$ cat src/rtl/ar_pkg.sv
package ar_pkg;

   typedef enum logic [1:0] {
      ACC_READ  = 2'd0,
      ACC_WRITE = 2'd1,
      ACC_EXEC  = 2'd2,
      ACC_ALT   = 2'd3
   } acc_t;

   typedef enum logic [3:0] {
      FLT_NONE   = 4'd0,
      FLT_IMISS  = 4'd1,
      FLT_DMISS  = 4'd2,
      FLT_IPID   = 4'd3,
      FLT_DPID   = 4'd4,
      FLT_RIGHTS = 4'd5,
      FLT_DIRTY  = 4'd6,
      FLT_BREAK  = 4'd7,
      FLT_REF    = 4'd8
   } fault_t;

   localparam int RB_R = 0;
   localparam int RB_W = 1;
   localparam int RB_X = 2;

   localparam logic [2:0] RIGHTS_ALL  = 3'b111;
   localparam logic [2:0] RIGHTS_RX   = 3'b101;
   localparam logic [2:0] RIGHTS_XO   = 3'b100;
   localparam logic [2:0] RIGHTS_NONE = 3'b000;

   function automatic logic [2:0] req_mask(input acc_t a);
      case (a)
         ACC_WRITE: req_mask = 3'b010;
         ACC_EXEC:  req_mask = 3'b100;
         default:   req_mask = 3'b001;
      endcase
   endfunction

endpackage

$ cat src/rtl/ar_fault_resolve.sv
module ar_fault_resolve
   import ar_pkg::*;
(
   input  logic       hit_i,
   input  acc_t       acc_i,
   input  logic [2:0] base_rights_i,
   input  logic       pid_active_i,
   input  logic       pid_found_i,
   input  logic [2:0] pid_rights_i,
   input  logic       dirty_i,
   input  logic       break_i,
   input  logic       trap_i,
   output logic [2:0] rights_o,
   output fault_t     fault_o
);

   logic [2:0] req;
   logic [2:0] eff;
   logic       is_exec, is_write;

   always_comb begin
      req      = req_mask(acc_i);
      is_exec  = (acc_i == ACC_EXEC);
      is_write = (acc_i == ACC_WRITE);
      eff      = base_rights_i;
      rights_o = RIGHTS_NONE;
      fault_o  = FLT_NONE;
      if (!hit_i) begin
         fault_o = is_exec ? FLT_IMISS : FLT_DMISS;
      end else if (pid_active_i && !(pid_found_i && ((req & pid_rights_i) != 3'b000))) begin
         rights_o = base_rights_i;
         fault_o  = is_exec ? FLT_IPID : FLT_DPID;
      end else begin
         if (pid_active_i)
            eff = base_rights_i & pid_rights_i;
         if ((req & eff) == 3'b000) begin
            rights_o = eff;
            fault_o  = FLT_RIGHTS;
         end else begin
            if (!dirty_i) begin
               if (is_write) fault_o = FLT_DIRTY;
               eff[RB_W] = 1'b0;
            end
            if (break_i) begin
               if (is_write) fault_o = FLT_BREAK;
               eff[RB_W] = 1'b0;
            end
            if (trap_i) begin
               if (!is_exec) fault_o = FLT_REF;
               eff = eff & RIGHTS_XO;
            end
            rights_o = eff;
         end
      end
   end

   always_comb begin
      if (!hit_i)
         assert_miss_quiet_R3: assert (rights_o == RIGHTS_NONE &&
                                       (fault_o == FLT_IMISS || fault_o == FLT_DMISS))
            else $error("miss reported rights or a wrong code");
      if (fault_o == FLT_NONE)
         assert_clean_granted_R8: assert ((rights_o & req_mask(acc_i)) != 3'b000)
            else $error("no fault but requested right absent");
      if (hit_i && trap_i && (fault_o == FLT_NONE || fault_o == FLT_REF))
         assert_trap_exec_only_R10: assert ((rights_o & ~RIGHTS_XO) == 3'b000)
            else $error("trap page kept data rights");
      if (hit_i && trap_i && acc_i != ACC_EXEC &&
          !(fault_o inside {FLT_IPID, FLT_DPID, FLT_RIGHTS}))
         assert_ref_overrides_R9: assert (fault_o == FLT_REF)
            else $error("reference fault lost its priority");
   end

endmodule

$ cat config.mk
export PLATFORM = sky130hd
export DESIGN_NAME = ar_fault_resolve
export DESIGN_NICKNAME = d
export VERILOG_FILES = /design/src/rtl/ar_pkg.sv /design/src/rtl/ar_fault_resolve.sv
export SDC_FILE = /design/constraint.sdc
export NUM_CORES = 1
export LEC_CHECK = 0
export CELL_PAD_IN_SITES_DETAIL_PLACEMENT = 0
export CELL_PAD_IN_SITES_GLOBAL_PLACEMENT = 1
export CORE_AREA = 4 4 41 43
export DETAILED_ROUTE_END_ITERATION = 8
export DIE_AREA = 0 0 45 47
export PLACE_DENSITY = 0.8
export SETUP_SLACK_MARGIN = 0.3
export SLEW_MARGIN = 40
export SYNTH_ARGS = -nofsm -noshare
export SYNTH_HDL_FRONTEND = slang
export SYNTH_SLANG_ARGS = --single-unit
$ cat constraint.sdc
create_clock -name vclk -period 3.2
set_input_delay 0.48 -clock vclk [all_inputs]
set_output_delay 0.48 -clock vclk [all_outputs]
set_load 0.01 [all_outputs]
==> out/results.txt <==
ANT cells: 0
# IOs: 21
Tot Pwr: 0.0668 mW
post-CTS setup buffers: 0
# DRC: 0
Non-Filler Instances: 76
top cells by area, synth: ha_1 18%, a21oi_1 9.2%, o211ai_1 8.3%
multi-input logic area: 259 sq um
post-synth cell types: 20
nets: 81
HP Start: base_rights_i[2]
via/cell ratio: 4.96
Vias: 377
fraction of layout cells with a size suffix above 1: 13.1%
Synth Net Count: 59
Final Hold Slack: 1660 ps
Worst setup EP type: output pin
fillers: 152
vias in the first global route: 360
Routed WL: 859 um
pins over their slew limit: 0
register area share after synthesis: 0%
slew at the pin closest to its max-slew limit: 328 ps
max_slew headroom: 78.1%
Max-Cap Viols: 0
total global routing overflow: 0
Routed wire per std cell: 11.3 um
First-pass DRT Iterations: 4
RSZ-0062 raised after global routing: false
Syn. warnings: 0
Final period util: 86.0%
WS Path Type: in2out
Area Growth Syn to Fin: 83.4%
die width: 45 um
minimum clock period: 2750 ps
final hold vios: 0
Final Core Density: 38.3%
Die Area: 0.00212 sq mm
commonest non-fill, non-tap cells in the layout: 13 x clkdlybuf4s50_1, 4 x nand2_1, 4 x a21oi_1, 4 x dlygate4sd2_1
dpl cells: 76
Worst Hold Depth: 3
GRT Total Usage: 8.73%
Leak: 0.248 nW
Starting Density: 20.9%
status: completed
Gate Count Post-Synth: 41
clock buf count: 0
Seq cells: 0
worst-path fanout max: 5
Critical Path RT: 2720 ps
PortBufs: 21
pwr dens: 134 mW/mm^2
commonest non-fill, non-tap cell in the layout: clkdlybuf4s50_1
post-synth top area share: 18.4%
Die Y: 47 um
Core Area: 0.00130 sq mm
Initial DRC Count: 13
min-delay worst type: in2out
Syn Area/Cell: 6.62 sq um
antenna violations before repair: 0
Hold Path End: rights_o[2]
hpwl dp: 713 um
Setup TNS: 0 ps
cell area after synthesis: 272 sq um
largest net degree at the start of global routing: 11
final setup vio count: 0
Reg area: 0 sq um
GP Congestion: 0.720
Synth area leader: ha_1
Antenna Violating Nets Remaining: 0
highest achievable clock rate: 0.363 GHz
startpoint types: primary input
Worst IR Drop VDD: 0.0479 mV
row count: 13
global-route wire length before repair: 1480 um
CP arrival: 2270 ps
==> logic make-up after synthesis <==
family | after synthesis | synth area share [%]
AND/OR/NAND/NOR | 16 | 34.1
AO/OA/AOI/OAI | 16 | 40.6
adder cells (fa/ha/maj) | 4 | 18.4
buffers and inverters | 5 | 6.91
==> cells in the mapped netlist <==
cell      count
a21oi_1       5
ha_1          4
nand2_1       4
inv_1         3
nand3_1       3
nor2_1        3
o211ai_1      3
a31oi_1       2
o211a_1       2
o21ai_0       2
a21o_1        1
a22oi_2       1
and3_1        1
and3_4        1
clkbuf_1      1
inv_2         1
nand2b_1      1
nand2b_2      1
nor3_2        1
nor4b_1       1
==> area by class of cell <==
class | instances | area share (%)
Inverter | 4 | 3.02
Multi-Input combinational cell | 36 | 52.0
Timing Repair Buffer | 21 | 41.2
Tap cell | 15 | 3.77
==> report_power, final <==
| part | total, mW | switching (mW) | internal [mW] |
|---|---|---|---|
| clock | 0 | 0 | 0 |
| sequential | 0 | 0 | 0 |
| combinational | 0.0668 | 0.0308 | 0.0360 |
| total | 0.0668 | 0.0308 | 0.0360 |
==> what timing repair did <==
| item | CTS | global route |
|---|---|---|
| endpoints found under the setup margin | 6 | 4 |
| pin swaps | 0 | 2 |
| gates resized for setup | 7 | 7 |
| hold buffers | 0 | 0 |
==> per-layer routing <==
layer | up-vias | share of wire [%] | track usage [%]
li1 | 194 | - | -
met1 | 170 | 42 | 12.4
met2 | 13 | 49 | 15.3
met3 | 0 | 9.4 | 0.766
met4 | 0 | 0 | 0
met5 | - | 0 | 0
==> critical path, stage by stage <==
cell	delay (ps)
clkdlybuf4s50_1	510
inv_1	80
ha_2	200
a22oi_2	150
nand2_1	110
a21o_1	230
a21oi_1	160
a31oi_1	50
dlygate4sd2_1	300
==> per-stage QoR <==
stage | area [sq um] | setup slack (ps)
CTS | 493 | 334
floorplan | 272 | 1200
finish | 498 | 448
global route | 498 | 313
detailed placement | 497 | 85.3
global placement | 497 | 103
==> how the worst max path moves through the flow <==
stage                         from  cells past startpoint         end  slack, ps
after floorplan           acc_i[1]                      7  fault_o[1]       1200
after global placement    acc_i[1]                      9  fault_o[1]        100
after detailed placement  acc_i[1]                      9  fault_o[1]         90
after CTS                 acc_i[1]                      9  fault_o[1]        330
after global routing      acc_i[1]                      9  fault_o[0]        310
final                     acc_i[1]                      9  fault_o[0]        450
(Power assumes the default switching activity.)
